**src/rtl/ddr_cmd_pkg.sv**
```systemverilog
package ddr_cmd_pkg;
  typedef enum logic [2:0] {
    CMD_NOP  = 3'd0,
    CMD_ACT  = 3'd1,
    CMD_RD   = 3'd2,
    CMD_WR   = 3'd3,
    CMD_PRE  = 3'd4,
    CMD_REF  = 3'd5,
    CMD_SREF = 3'd6,
    CMD_MRS  = 3'd7
  } cmd_e;

  localparam int unsigned OPT_BIT = 10;
endpackage

```
**src/rtl/ddr_cmd_classify.sv**
```systemverilog
module ddr_cmd_classify
  import ddr_cmd_pkg::*;
(
  input  logic cs_n,
  input  logic ras_n,
  input  logic cas_n,
  input  logic we_n,
  input  logic cke,
  input  logic clk_live,
  input  logic in_sref,
  output cmd_e cmd
);
  always_comb begin
    cmd = CMD_NOP;
    if (clk_live && !in_sref && !cs_n) begin
      unique case ({ras_n, cas_n, we_n})
        3'b011:  cmd = CMD_ACT;
        3'b101:  cmd = CMD_RD;
        3'b100:  cmd = CMD_WR;
        3'b010:  cmd = CMD_PRE;
        3'b001:  cmd = cke ? CMD_REF : CMD_SREF;
        3'b000:  cmd = CMD_MRS;
        default: cmd = CMD_NOP;
      endcase
    end
  end
endmodule

```
**src/rtl/ddr_col_map.sv**
```systemverilog
module ddr_col_map #(
  parameter int unsigned ROW_W    = 13,
  parameter int unsigned COL_W    = 11,
  parameter int unsigned DQ_WIDTH = 4
) (
  input  logic [ROW_W-1:0] addr,
  output logic [COL_W-1:0] col
);
  generate
    if (DQ_WIDTH == 4) begin : g_x4
      assign col = COL_W'({addr[11], addr[9:0]});
    end else if (DQ_WIDTH == 8) begin : g_x8
      assign col = COL_W'(addr[9:0]);
    end else begin : g_x16
      assign col = COL_W'(addr[8:0]);
    end
  endgenerate
endmodule

```
**src/rtl/ddr_bank_track.sv**
```systemverilog
module ddr_bank_track
  import ddr_cmd_pkg::*;
#(
  parameter int unsigned BA_W  = 2,
  parameter int unsigned ROW_W = 13,
  localparam int unsigned NBANK = 1 << BA_W
) (
  input  logic                   clk,
  input  logic                   rst,
  input  cmd_e                   cmd,
  input  logic [BA_W-1:0]        bank,
  input  logic [ROW_W-1:0]       row,
  input  logic                   opt,
  output logic [NBANK-1:0]       open_o,
  output logic [NBANK*ROW_W-1:0] rows_o,
  output logic                   illegal_o
);
  logic hit;
  logic bad;

  assign hit = open_o[bank];
  assign bad = (((cmd == CMD_RD) || (cmd == CMD_WR)) && !hit) ||
               ((cmd == CMD_ACT) && hit);

  for (genvar b = 0; b < NBANK; b++) begin : g_bank
    logic             is_open;
    logic [ROW_W-1:0] row_r;
    logic             sel;

    assign sel = (bank == BA_W'(b));

    always_ff @(posedge clk) begin
      if (rst) begin
        is_open <= 1'b0;
        row_r   <= '0;
      end else begin
        unique case (cmd)
          CMD_ACT: if (sel && !is_open) begin
            is_open <= 1'b1;
            row_r   <= row;
          end
          CMD_PRE: if (opt || sel) is_open <= 1'b0;
          CMD_RD, CMD_WR: if (sel && is_open && opt) is_open <= 1'b0;
          default: ;
        endcase
      end
    end

    assign open_o[b] = is_open;
    assign rows_o[b*ROW_W +: ROW_W] = row_r;
  end

  always_ff @(posedge clk) begin
    if (rst) illegal_o <= 1'b0;
    else     illegal_o <= bad;
  end

  p_act_open_flag_r7: assert property (@(posedge clk) disable iff (rst)
    (cmd == CMD_ACT && open_o[bank]) |=> (illegal_o && $stable(rows_o)));

  p_pre_all_r6: assert property (@(posedge clk) disable iff (rst)
    (cmd == CMD_PRE && opt) |=> (open_o == '0));

  p_auto_pre_r5: assert property (@(posedge clk) disable iff (rst)
    ((cmd == CMD_RD || cmd == CMD_WR) && opt) |=> !open_o[$past(bank)]);

  p_act_opens_r3: assert property (@(posedge clk) disable iff (rst)
    (cmd == CMD_ACT && !open_o[bank]) |=> (open_o[$past(bank)] && !illegal_o));
endmodule

```
**src/rtl/ddr_cmd_decoder.sv**
```systemverilog
module ddr_cmd_decoder
  import ddr_cmd_pkg::*;
#(
  parameter int unsigned BA_W     = 2,
  parameter int unsigned ROW_W    = 13,
  parameter int unsigned DQ_WIDTH = 4,
  localparam int unsigned NBANK   = 1 << BA_W,
  localparam int unsigned COL_W   = ROW_W - 2
) (
  input  logic                   clk,
  input  logic                   rst,
  input  logic                   cs_n,
  input  logic                   ras_n,
  input  logic                   cas_n,
  input  logic                   we_n,
  input  logic                   cke,
  input  logic [BA_W-1:0]        ba,
  input  logic [ROW_W-1:0]       addr,
  output logic [2:0]             cmd_o,
  output logic [BA_W-1:0]        bank_o,
  output logic [ROW_W-1:0]       row_o,
  output logic [COL_W-1:0]       col_o,
  output logic                   auto_pre_o,
  output logic                   pre_all_o,
  output logic                   illegal_o,
  output logic [NBANK-1:0]       bank_open_o,
  output logic [NBANK*ROW_W-1:0] open_rows_o,
  output logic                   sref_o
);
  logic             cke_q;
  logic             sref_q;
  cmd_e             cmd_now;
  cmd_e             cmd_q;
  logic [COL_W-1:0] col_now;
  logic             opt;

  assign opt = addr[OPT_BIT];

  ddr_cmd_classify u_classify (
    .cs_n     (cs_n),
    .ras_n    (ras_n),
    .cas_n    (cas_n),
    .we_n     (we_n),
    .cke      (cke),
    .clk_live (cke_q),
    .in_sref  (sref_q),
    .cmd      (cmd_now)
  );

  ddr_col_map #(.ROW_W(ROW_W), .COL_W(COL_W), .DQ_WIDTH(DQ_WIDTH)) u_col (
    .addr (addr),
    .col  (col_now)
  );

  ddr_bank_track #(.BA_W(BA_W), .ROW_W(ROW_W)) u_banks (
    .clk       (clk),
    .rst       (rst),
    .cmd       (cmd_now),
    .bank      (ba),
    .row       (addr),
    .opt       (opt),
    .open_o    (bank_open_o),
    .rows_o    (open_rows_o),
    .illegal_o (illegal_o)
  );

  always_ff @(posedge clk) begin
    if (rst) begin
      cke_q  <= 1'b0;
      sref_q <= 1'b0;
    end else begin
      cke_q <= cke;
      if (sref_q)                 sref_q <= !cke;
      else if (cmd_now == CMD_SREF) sref_q <= 1'b1;
    end
  end

  always_ff @(posedge clk) begin
    if (rst) begin
      cmd_q      <= CMD_NOP;
      bank_o     <= '0;
      row_o      <= '0;
      col_o      <= '0;
      auto_pre_o <= 1'b0;
      pre_all_o  <= 1'b0;
    end else begin
      cmd_q      <= cmd_now;
      bank_o     <= ba;
      row_o      <= addr;
      col_o      <= col_now;
      auto_pre_o <= opt && (cmd_now == CMD_RD || cmd_now == CMD_WR);
      pre_all_o  <= opt && (cmd_now == CMD_PRE);
    end
  end

  assign cmd_o  = cmd_q;
  assign sref_o = sref_q;

  p_desel_nop_r1: assert property (@(posedge clk) disable iff (rst)
    $past(cs_n) |-> (cmd_o == CMD_NOP));

  p_freeze_nop_r8: assert property (@(posedge clk) disable iff (rst)
    !$past(cke, 2) |-> (cmd_o == CMD_NOP));

  p_sref_hold_r9: assert property (@(posedge clk) disable iff (rst)
    (sref_o && !cke) |=> sref_o);

  p_sref_quiet_r9: assert property (@(posedge clk) disable iff (rst)
    (sref_o && $past(sref_o)) |-> (cmd_o == CMD_NOP));

  p_reset_state_r10: assert property (@(posedge clk)
    $past(rst) |-> (bank_open_o == '0 && !sref_o && cmd_o == CMD_NOP));
endmodule

```
**config.mk**
```make
export PLATFORM = sky130hd
export DESIGN_NAME = ddr_cmd_decoder
export DESIGN_NICKNAME = d
export VERILOG_FILES = /design/src/rtl/ddr_cmd_pkg.sv /design/src/rtl/ddr_cmd_classify.sv /design/src/rtl/ddr_col_map.sv /design/src/rtl/ddr_bank_track.sv /design/src/rtl/ddr_cmd_decoder.sv
export SDC_FILE = /design/constraint.sdc
export NUM_CORES = 1
export LEC_CHECK = 0
export ABC_AREA = 1
export BUFFER_PORTS_ARGS = -buffer_cell sky130_fd_sc_hd__buf_4
export CAP_MARGIN = 20
export CORE_UTILIZATION = 49
export DETAILED_ROUTE_END_ITERATION = 7
export PLACE_DENSITY = 0.87
export SLEW_MARGIN = 20
export SYNTH_ARGS = -nofsm -noshare
export SYNTH_HDL_FRONTEND = slang
export SYNTH_SLANG_ARGS = --single-unit
```
**constraint.sdc**
```tcl
create_clock -name clk -period 1.9 [get_ports clk]
set_input_delay 0.095 -clock clk [delete_from_list [all_inputs] [get_ports clk]]
set_output_delay 0.095 -clock clk [all_outputs]
set_load 0.02 [all_outputs]
```
==> results of run 1 <==
## registers in the layout, summed over array words and instances (netlist names)
name and count:
bank_o 2, auto_pre_o 1, u_banks.g_bank.is_open 4, cke_q 1
u_banks.illegal_o 1, pre_all_o 1, cmd_o 3, row_o 13
u_banks.g_bank.row_r 52, sref_o 1
## worst register-to-register path: cells and delay by family (launching register included)
kind	cells	cell delay [ns]
DFF	1	0.32
AOI/OAI and AO/OA	1	0.08
and+or+nand+nor	5	0.48
buffers and inverters	3	0.84
## cells in the final DEF (no fill, tap or decap), types with 2 or more instances in the layout
cell type / count
nor3_2: 2
nand2_1: 68
buf_4: 117
bufinv_16: 3
nand3_1: 61
nand4_1: 12
nor2_2: 2
nand2_2: 5
buf_12: 3
dfxtp_1: 79
nor2_1: 26
clkinv_4: 3
a21oi_1: 59
or2_2: 2
clkbuf_8: 9
inv_1: 24
dlygate4sd3_1: 9
o21ai_0: 4
nor3_1: 3
## layout make-up
type,count,area share (%)
Clock buffer,9,2.92
Clock inverter,7,2.86
Multi-Input combinational cell,249,28.3
Sequential cell,79,37.2
Inverter,26,2.30
Timing Repair Buffer,129,24.2
Tap cell,75,2.21
## timing repair
item                       CTS  global route
pin swaps                    0             1
hold endpoints to repair     8             1
resized for setup            1             4
setup endpoints to repair   36            54
hold buffers                 8             1
cloned                       0             0
setup buffers                0             1
## logic make-up (layout without fill, tap and decap cells)
group,after synthesis,count (layout),synth area share [%]
simple gates,185,185,27.8
flops,79,79,50.8
buf+inv,65,171,11.0
compound gates,64,64,10.4
## per-layer routing
metal  share of wire, %  up-vias  wire length [um]  global-route usage, %
met2                 50      170              4280                   42.9
met3                8.5       25               729                   5.78
met4                3.1        0               264                   14.7
met1                 39     1489              3350                   33.4
li1                   -     1485                 -                      -
met5                  0        -                 0                      0
## power by group through the flow
stage	Combinational, W	Sequential, W	Clock [W]
2_1_floorplan	0.000157	0.00177	0
3_3_place_gp	0.000321	0.00174	0
3_5_place_dp	0.000327	0.00174	0
4_1_cts	0.000341	0.00170	0.00151
5_1_grt	0.000376	0.00170	0.00158
6_report	0.000351	0.00170	0.00149
## worst paths after layout
path | to | depth (start not counted) | slack, ns
max | sref_o | 9 | 0.13
min | row_o[12] | 3 | 0.02
max reg2reg | sref_o | 9 | 0.13
min reg2reg | u_banks.g_bank[3].row_r[4] | 2 | 0.46
## metrics by stage
stage          instances  total power [W]
3_3_place_gp         548          0.00206
5_1_grt              574          0.00366
3_5_place_dp         548          0.00206
6_report             574          0.00354
4_1_cts              572          0.00355
2_1_floorplan        393          0.00193
==> impl_summary.txt, run 1 <==
----------------------------------------------------
[Yosys]
  Mapped Nets ... 415
  Proportion of netlist area held by the largest area contributor ... 50.8%
  Number of storage elements in the synthesis netlist ... 79
  Number of enable-type register cells in the synthesized netlist ... 0
  Dominant cells by area after synthesis ... dfxtp_1 51%, nand3_1 9.8%, a21oi_1 9.5%
  Mapped cell area ... 0.00311 mm2
  Top cells by count, synth ... 79 x dfxtp_1, 72 x nand2_1, 61 x nand3_1
  Synth cell types ... 25
  Async set or reset register ratio after synthesis ... 0%
  Number of cells produced by synthesis ... 393
  Number of warning messages in the yosys log ... 0
  Post-Synthesis Mean Instance Area ... 7.92 um2
  Part of the Yosys area used for sequential elements ... 50.8%
  Most common cell in the synthesized netlist ... dfxtp_1
  Cell type with the largest total area after synthesis ... dfxtp_1
  Most used flip-flop cell after synthesis ... dfxtp_1

[Layout]
  Final cell utilization of the core ... 70.5%
  Filler Cell Count ... 444
  Share of cells above drive strength 1 ... 30.3%
  Fin nets ... 516
  Summed area of non-filler cells in the final layout ... 0.00425 mm2
  N_diodes ... 0
  Area Overhead vs Synth ... 36.4%
  Multi-input gate area in the final layout ... 0.00120 mm2
  Sequential cell area in the final layout ... 0.00158 mm2

[Place]
  RePlAce Congestion ... 0.877
  Post-detail-place hpwl ... 5.94 mm
  Number of buffer cells added on primary ports ... 110
  Placed Instance Area ... 0.00388 mm2
  Post-place setup slack ... -0.00690 ns

[Setup path]
  Arrival time of the worst setup path ... 2.06 ns
  Critical path endpoint category ... flop
  Cell repeated most along the worst path ... nand3_1
  Chain of cells forming the critical path ... clkinv_1 -> nand2_1 -> nor2_1 -> nand3_1 -> buf_4 -> nor2_2 -> nand3_1 -> o31ai_1 -> dlygate4sd3_1
  Buffers & Inverters on Critical Path ... 3
  Reg-to-reg critical path startpoint ... sref_o
  Type of the worst setup path ... reg -> reg
  Critical path startpoint ... sref_o
  Critical path fanouts, max ... 6
  Biggest cell delay along the critical path ... 0.57 ns
  Family with the most delay on the worst path ... buffers and inverters
  Slowest stage cell on the critical path ... dlygate4sd3_1
  Required time reported for the critical path endpoint ... 2.20 ns
  Kind of launch point of the worst setup path ... flop

[STA]
  Unrepaired setup endpoints after global routing ... no
  Number of failing setup endpoints in the final timing report ... 0
  Final Hold Vio Count ... 0
  Tcrit/Tclk final ... 93.1%
  Post-route worst hold slack ... 0.0175 ns
  Maximum achievable frequency ... 565 MHz
  Clk_skew ... 0.00351 ns
  PnR worst setup slack ... 0.131 ns
  Setup_tns ... 0 ns
  Tightest Pin Transition ... 0.333 ns
  Headroom to the max-slew limit ... 77.8%
  Final count of pins violating max slew ... 0
  Fin crit period ... 1.77 ns

[Power]
  Proportion of power drawn by flip-flops and latches ... 47.9%
  Cell-internal power ... 0.00269 W
  Share of total power consumed by net switching ... 23.9%
  Switching power ... 0.000848 W
  Max IR drop VDD ... 0.000644 V
  Leakage ... 1.82 nW
  Clock share of power ... 42.1%
  Pwr/cell area ... 834 mW/mm2
  Part of the power in combinational logic ... 9.9%

[Die]
  Number of standard-cell rows in the floorplan ... 28
  Core Area ... 0.00603 mm2
  Top-level port count ... 111
  Die width ... 81.7 um
  Die span in y ... 81.7 um
  Area enclosed by the die boundary ... 0.00668 mm2
  Initial Utilization ... 51.7%

[Routing]
  Count of unresolved DRC violations after routing ... 0
  Post-route ant nets ... 0
  Final WL ... 8.62 mm
  Detail-routed net length per standard cell ... 15.0 um
  Initial drt markers ... 196
  Number of detailed-route iterations in the first pass ... 5
  Routed vias ... 3169
  Drt via density ... 5.52

[Clocking]
  TritonCTS clock tree ... yes
  Clock insertion delay at the later pin of the skew report ... 0.35 ns
  # H-tree levels ... 3
  Clock sink count ... 79
  Library cell used as clock root buffer ... clkbuf_8
  Register clock-pin slew on the reported worst setup and hold paths ... 0.08 ns
  Inserted Clock Buffers ... 9
  Maximum buffer depth of the clock tree ... 2

[GRT]
  Initial antenna violation count ... 0
  Overall overflow remaining after global route ... 0
  Total track usage ... 26.8%
  Via count of the first global-routing pass ... 2878
  Pin count of the biggest net entering global routing ... 51
  Wire length of the first global-routing pass ... 13.4 mm

[Worst hold path]
  Tightest Hold Check Type ... in -> reg
  Hold Startpoint ... addr[12]

[Status]
  Outcome ... finished clean

[Flow run]
  Reported max-cap violation count ... 0

----------------------------------------------------
Power figures use the tool's default switching activity.
==> inputs of run 2 (changes only) <==
--- a/config.mk
+++ b/config.mk
@@ -8,9 +8,9 @@
 export ABC_AREA = 1
 export BUFFER_PORTS_ARGS = -buffer_cell sky130_fd_sc_hd__buf_4
 export CAP_MARGIN = 20
-export CORE_UTILIZATION = 49
+export CORE_UTILIZATION = 31
 export DETAILED_ROUTE_END_ITERATION = 7
-export PLACE_DENSITY = 0.87
+export PLACE_DENSITY = 0.62
 export SLEW_MARGIN = 20
 export SYNTH_ARGS = -nofsm -noshare
 export SYNTH_HDL_FRONTEND = slang
==> run 2 against run 1 <==
Effect of this change:
- setup slack got worse by 0.018 ns
- largest cell class unchanged
- register-to-register slack got worse by 0.02 ns
- first-iteration DRC count decreased by 41%
- sequential power about the same
- final cell count increased by 10%
- non-clock buffer count increased by 1
- fmax decreased by 0.99%
- design area decreased by 0.50%
- worst hold slack improved by 0.00075 ns
==> impl_summary.txt, run 2 (same netlist as run 1, synthesis figures left out) <==
----------------------------------------------------
[STA]
  Fin crit period ... 1.79 ns
  Setup_tns ... 0 ns
  Number of failing setup endpoints in the final timing report ... 0
  Final count of pins violating max slew ... 0
  Final Hold Vio Count ... 0
  Clk_skew ... 0.0129 ns
  Tcrit/Tclk final ... 94.1%
  Tightest Pin Transition ... 0.514 ns
  Maximum achievable frequency ... 560 MHz
  Headroom to the max-slew limit ... 65.7%
  Unrepaired setup endpoints after global routing ... yes

[Clocking]
  TritonCTS clock tree ... yes
  Library cell used as clock root buffer ... clkbuf_8
  Clock sink count ... 79
  Maximum buffer depth of the clock tree ... 2
  Clock insertion delay at the later pin of the skew report ... 0.34 ns
  Register clock-pin slew on the reported worst setup and hold paths ... 0.08 ns
  # H-tree levels ... 3
  Inserted Clock Buffers ... 9

[Power]
  Proportion of power drawn by flip-flops and latches ... 53.8%
  Leakage ... 1.79 nW
  Pwr/cell area ... 746 mW/mm2
  Max IR drop VDD ... 0.000361 V
  Clock share of power ... 35.1%
  Switching power ... 0.000856 W
  Part of the power in combinational logic ... 11.1%
  Share of total power consumed by net switching ... 27.1%
  Cell-internal power ... 0.00230 W

[Routing]
  Routed vias ... 2984
  Count of unresolved DRC violations after routing ... 0
  Initial drt markers ... 116
  Detail-routed net length per standard cell ... 14.4 um
  Post-route ant nets ... 0
  Number of detailed-route iterations in the first pass ... 4
  Final WL ... 9.11 mm
  Drt via density ... 4.71

[Layout]
  Share of cells above drive strength 1 ... 30.0%
  Fin nets ... 517
  Registers with the most flip-flops ... u_banks.g_bank.row_r (52), row_o (13), u_banks.g_bank.is_open (4)
  Most frequent cells in the layout ... 122 x buf_4, 79 x dfxtp_1, 71 x nand2_1
  N_diodes ... 0
  Area Overhead vs Synth ... 35.8%
  Leading cell type in the layout, fill and taps excluded ... buf_4
  Number of flip-flops under the largest register name ... 52
  Most flops, register ... u_banks.g_bank.row_r
  Summed area of non-filler cells in the final layout ... 0.00423 mm2

[Setup path]
  Critical path fanouts, max ... 14
  Required time reported for the critical path endpoint ... 2.10 ns
  Slack of the worst reg-to-reg path ... 0.11 ns
  Critical path endpoint category ... flop
  Arrival time of the worst setup path ... 1.99 ns
  Kind of launch point of the worst setup path ... flop
  Type of the worst setup path ... reg -> reg

[GRT]
  Overall overflow remaining after global route ... 0
  Pin count of the biggest net entering global routing ... 45
  Via count of the first global-routing pass ... 2708
  Wire length of the first global-routing pass ... 14.1 mm
  Total track usage ... 18.0%
  Initial antenna violation count ... 0

[Worst hold path]
  Tightest Hold Check Type ... in -> reg

[Die]
  Die width ... 102 um
  Area enclosed by the die boundary ... 0.0105 mm2
  Top-level port count ... 111
  Number of standard-cell rows in the floorplan ... 36
  Core Area ... 0.00977 mm2
  Initial Utilization ... 31.9%
  Die span in y ... 102 um

[Place]
  RePlAce Congestion ... 0.858
  Post-detail-place hpwl ... 6.47 mm
  Number of buffer cells added on primary ports ... 110
  Placed Instance Area ... 0.00398 mm2

[Flow run]
  Reported max-cap violation count ... 0

[Status]
  Outcome ... finished clean

----------------------------------------------------
==> run 2: cell count changes in the layout (fill, tap and decap cells not counted), moves of 3 or more <==
cell / previous run / this run
bufinv_16: 3 / 0
dlygate4sd3_1: 9 / 6
nand2_1: 68 / 71
buf_4: 117 / 122
nand2_2: 5 / 2
==> run 2: worst max-delay path: stages, from the launching register on <==
cell      delay (ns)
dfxtp_1         0.35
clkinv_1        0.14
nand3b_4        0.14
nor2_4          0.07
nor3_4          0.36
nand2_1         0.37
nand2_1         0.15
a21oi_1         0.07
==> run 2: final timing paths <==
check                                           startpoint                         end  cells after the start
worst max-delay path                                sref_o  u_banks.g_bank[1].row_r[1]                      7
worst min-delay path                               addr[5]                    row_o[5]                      3
worst max register to register                      sref_o  u_banks.g_bank[1].row_r[1]                      7
worst min register to register  u_banks.g_bank[0].row_r[6]  u_banks.g_bank[0].row_r[6]                      2
==> run 2: layer usage <==
metal  track usage, %  wire [um]  up-vias
met2             29.2       4230      115
met3             4.24        643        6
met5                0          0        -
met1             23.7       4120     1369
li1                 -          -     1494
met4             5.49        109        0
==> run 2: cell type report <==
| cell class | count | area [um2] |
|---|---|---|
| clock buffers | 10 | 128 |
| clock inverters | 6 | 46.3 |
| well taps | 133 | 166 |
| flip-flops and latches | 79 | 1580 |
| repair buffers | 130 | 1020 |
| fillers | 1015 | 5550 |
| multi-input cells | 249 | 1190 |
| inverters | 26 | 97.6 |
==> run 2: metrics by stage <==
| step | setup WS [ns] | utilization, % | cells | hold WS (ns) | total power [W] |
|---|---|---|---|---|---|
| 6_report | 0.113 | 43.3 | 633 | 0.0182 | 0.00316 |
| 5_1_grt | -0.0578 | 43.3 | 633 | 0.00895 | 0.00330 |
| 4_1_cts | 0.0195 | 43.1 | 631 | 0.00399 | 0.00319 |
| 3_5_place_dp | 0.0428 | 40.7 | 609 | 0.326 | 0.00208 |
| 3_3_place_gp | 0.121 | 40.7 | 609 | 0.313 | 0.00208 |
| 2_1_floorplan | 0.259 | - | 393 | 0.198 | 0.00193 |
==> run 2: timing repair <==
| item | CTS | global route |
|---|---|---|
| hold buffers | 6 | 0 |
| setup buffers | 0 | 2 |
| resized for setup | 0 | 1 |
| setup endpoints to repair | 0 | 53 |
| hold endpoints to repair | 7 | 0 |
==> run 2: power groups by stage <==
stage	Combinational (W)	Clock [W]	Sequential (W)
2_1_floorplan	0.000157	0	0.00177
3_3_place_gp	0.000339	0	0.00174
3_5_place_dp	0.000338	0	0.00174
4_1_cts	0.000348	0.00114	0.00170
5_1_grt	0.000382	0.00121	0.00170
6_report	0.000350	0.00111	0.00170
==> inputs of run 3 (changes only) <==
--- a/config.mk
+++ b/config.mk
@@ -5,7 +5,6 @@
 export SDC_FILE = /design/constraint.sdc
 export NUM_CORES = 1
 export LEC_CHECK = 0
-export ABC_AREA = 1
 export BUFFER_PORTS_ARGS = -buffer_cell sky130_fd_sc_hd__buf_4
 export CAP_MARGIN = 20
 export CORE_UTILIZATION = 31
==> constraint.sdc (replaced) <==
create_clock -name clk -period 1.8 [get_ports clk]
set_input_delay 0.09 -clock clk [delete_from_list [all_inputs] [get_ports clk]]
set_output_delay 0.09 -clock clk [all_outputs]
set_load 0.02 [all_outputs]
==> run 3 against run 2 <==
Effect of this change:
- power increased by 20%
- highest routed layer unchanged
- critical path depth is 1 lower
- combinational power fell by 16%
- first-iteration DRC count fell by 18%
- wire length shrank 14%
- design area is 2.0% lower
- sequential power grew 5%
- largest power group unchanged
- non-clock buffer count is 8 lower
- register-to-register slack improved by 0.02 ns
- via count decreased by 19%
- sequential share of layout area up 0.75 points
==> impl_summary.txt, run 3 <==
----------------------------------------------------
[Clocking]
  TritonCTS clock tree ... yes
  Inserted Clock Buffers ... 9
  Library cell used as clock root buffer ... clkbuf_8
  Clock insertion delay at the later pin of the skew report ... 0.35 ns
  Clock sink count ... 79
  Register clock-pin slew on the reported worst setup and hold paths ... 0.08 ns
  # H-tree levels ... 3
  Maximum buffer depth of the clock tree ... 2

[Routing]
  Initial drt markers ... 95
  Routed vias ... 2429
  Number of detailed-route iterations in the first pass ... 4
  Drt via density ... 4.46
  Post-route ant nets ... 0
  Final WL ... 7.83 mm
  Count of unresolved DRC violations after routing ... 0
  Detail-routed net length per standard cell ... 14.4 um

[Yosys]
  Top cells by count, synth ... 79 x dfxtp_1, 55 x nand2_1, 32 x nor2_1
  Dominant cells by area after synthesis ... dfxtp_1 52%, mux2i_1 8.6%, nand2_1 6.8%
  Part of the Yosys area used for sequential elements ... 52.3%
  Proportion of netlist area held by the largest area contributor ... 52.3%
  Post-Synthesis Mean Instance Area ... 9.69 um2
  Number of storage elements in the synthesis netlist ... 79
  Synth cell types ... 33
  Most used flip-flop cell after synthesis ... dfxtp_1
  Most common cell in the synthesized netlist ... dfxtp_1
  Number of cells produced by synthesis ... 312
  Async set or reset register ratio after synthesis ... 0%
  Mapped cell area ... 0.00302 mm2
  Number of enable-type register cells in the synthesized netlist ... 0
  Mapped Nets ... 334
  Number of warning messages in the yosys log ... 0
  Cell type with the largest total area after synthesis ... dfxtp_1

[Layout]
  N_diodes ... 0
  Area Overhead vs Synth ... 37.1%
  Most flops, register ... u_banks.g_bank.row_r
  Leading cell type in the layout, fill and taps excluded ... buf_4
  Most frequent cells in the layout ... 112 x buf_4, 79 x dfxtp_1, 55 x nand2_1
  Filler Cell Count ... 903
  Number of flip-flops under the largest register name ... 52
  Registers with the most flip-flops ... u_banks.g_bank.row_r (52), row_o (13), u_banks.g_bank.is_open (4)
  Share of cells above drive strength 1 ... 32.9%
  Fin cells ... 545
  Fin nets ... 433

[GRT]
  Pin count of the biggest net entering global routing ... 40
  Total track usage ... 15.5%
  Overall overflow remaining after global route ... 0
  Wire length of the first global-routing pass ... 11.6 mm
  Initial antenna violation count ... 0
  Via count of the first global-routing pass ... 2200

[Place]
  Post-detail-place hpwl ... 5.50 mm
  Post-place setup slack ... 0.262 ns
  Number of buffer cells added on primary ports ... 110
  Total instance count after detailed placement ... 520
  RePlAce Congestion ... 0.748

[Status]
  Outcome ... finished clean

[STA]
  Maximum achievable frequency ... 576 MHz
  Final Hold Vio Count ... 0
  Fin crit period ... 1.73 ns
  Number of failing setup endpoints in the final timing report ... 0
  Tightest Pin Transition ... 0.492 ns
  PnR worst setup slack ... 0.0653 ns
  Clk_skew ... 0.0102 ns
  Tcrit/Tclk final ... 96.4%
  Headroom to the max-slew limit ... 67.1%
  Final count of pins violating max slew ... 0
  Unrepaired setup endpoints after global routing ... yes

[Worst hold path]
  Tightest Hold Check Type ... in -> reg
  Hold Startpoint ... addr[7]

[Setup path]
  Slowest stage cell on the critical path ... dlygate4sd3_1
  Arrival time of the worst setup path ... 1.95 ns
  Type of the worst setup path ... in -> reg
  Reg-to-reg critical path startpoint ... sref_o
  Biggest cell delay along the critical path ... 0.53 ns
  Chain of cells forming the critical path ... dlygate4sd3_1 -> buf_4 -> and3b_1 -> nand3_1 -> nand2_1 -> a21oi_1
  Critical path fanouts, max ... 13
  Critical path endpoint category ... flop
  Required time reported for the critical path endpoint ... 2.01 ns
  Critical path startpoint ... ras_n
  Kind of launch point of the worst setup path ... input port

[Die]
  Initial Utilization ... 32.4%
  Core Area ... 0.00933 mm2
  Top-level port count ... 111
  Die span in y ... 101 um
  Area enclosed by the die boundary ... 0.0102 mm2
  Die width ... 101 um
  Number of standard-cell rows in the floorplan ... 35

[Power]
  Leakage ... 1.96 nW
  Pwr/cell area ... 912 mW/mm2
  Max IR drop VDD ... 0.000415 V
  Final total power ... 0.00378 W

[Flow run]
  Reported max-cap violation count ... 0

----------------------------------------------------
==> run 3: cell count changes after synthesis, sizes merged, moves of 4 or more <==
| cell | before | now |
|---|---|---|
| a21oi | 59 | 31 |
| clkbuf | 14 | 7 |
| inv | 25 | 1 |
| mux2i | 0 | 26 |
| nand2 | 73 | 55 |
| nand3 | 61 | 3 |
| nand4 | 12 | 0 |
| nor2b | 0 | 18 |
| nor3 | 6 | 2 |
| nor3b | 0 | 6 |
==> run 3: cell type report <==
type,instances,area [um2],area share (%)
inverters,1,3.75,0.0906
flip-flops and latches,79,1580,38.2
well taps,129,161,3.89
clock buffers,10,128,3.08
multi-input cells,198,1200,28.9
clock inverters,6,133,3.20
repair buffers,122,942,22.7
==> run 3: stage by stage <==
stage / instance area [um2] / TNS (ns) / util, % / hold slack, ns
after floorplan: 3020 / 0 / - / 0.168
after global placement: 3790 / 0 / 40.6 / 0.285
after detailed placement: 3790 / 0 / 40.6 / 0.290
after CTS: 4120 / 0 / 44.1 / 0.00259
after global routing: 4150 / -0.0546 / 44.4 / 0.00816
final: 4150 / 0 / 44.4 / 0.0165
==> run 3: worst paths after layout <==
check	end	slack, ns	depth (start not counted)
hold / removal	row_o[7]	0.02	2
setup / recovery	u_banks.g_bank[0].row_r[1]	0.07	6
hold reg to reg	u_banks.g_bank[0].row_r[0]	0.46	2
setup reg to reg	cmd_o[2]	0.13	5
==> run 3: power breakdown <==
group / internal [W] / switching, W / leakage [nW]
Clock: 0.00106 / 0.000640 / 0.126
Sequential: 0.00177 / 0.0000146 / 0.641
Combinational: 0.000127 / 0.000169 / 1.19
==> run 3: layer usage <==
metal / track usage (%) / wire length (um)
met1: 20.4 / 3520
met2: 23.9 / 3720
met3: 4.02 / 460
met4: 6.69 / 126
met5: 0 / 0
==> run 3: worst max-delay path: cells and delay by family <==
kind / cells / cell delay (ns)
AND/OR/NAND/NOR: 3 / 1.08
AO/OA/AOI/OAI: 1 / 0.09
buffers and inverters: 2 / 0.69
==> run 3: what timing repair did <==
action,4_1_cts,5_1_grt
resized for setup,0,2
hold buffers,7,2
endpoints found under the setup margin,0,2
buffers inserted,0,0
endpoints found under the hold margin,7,2
==> run 3: kinds of logic after synthesis <==
| kind of cell | synth area share [%] |
|---|---|
| buf+inv | 8.28 |
| fa+ha+maj | 0.993 |
| flops | 52.3 |
| mux | 9.35 |
| simple gates | 21.4 |
| compound gates | 7.62 |
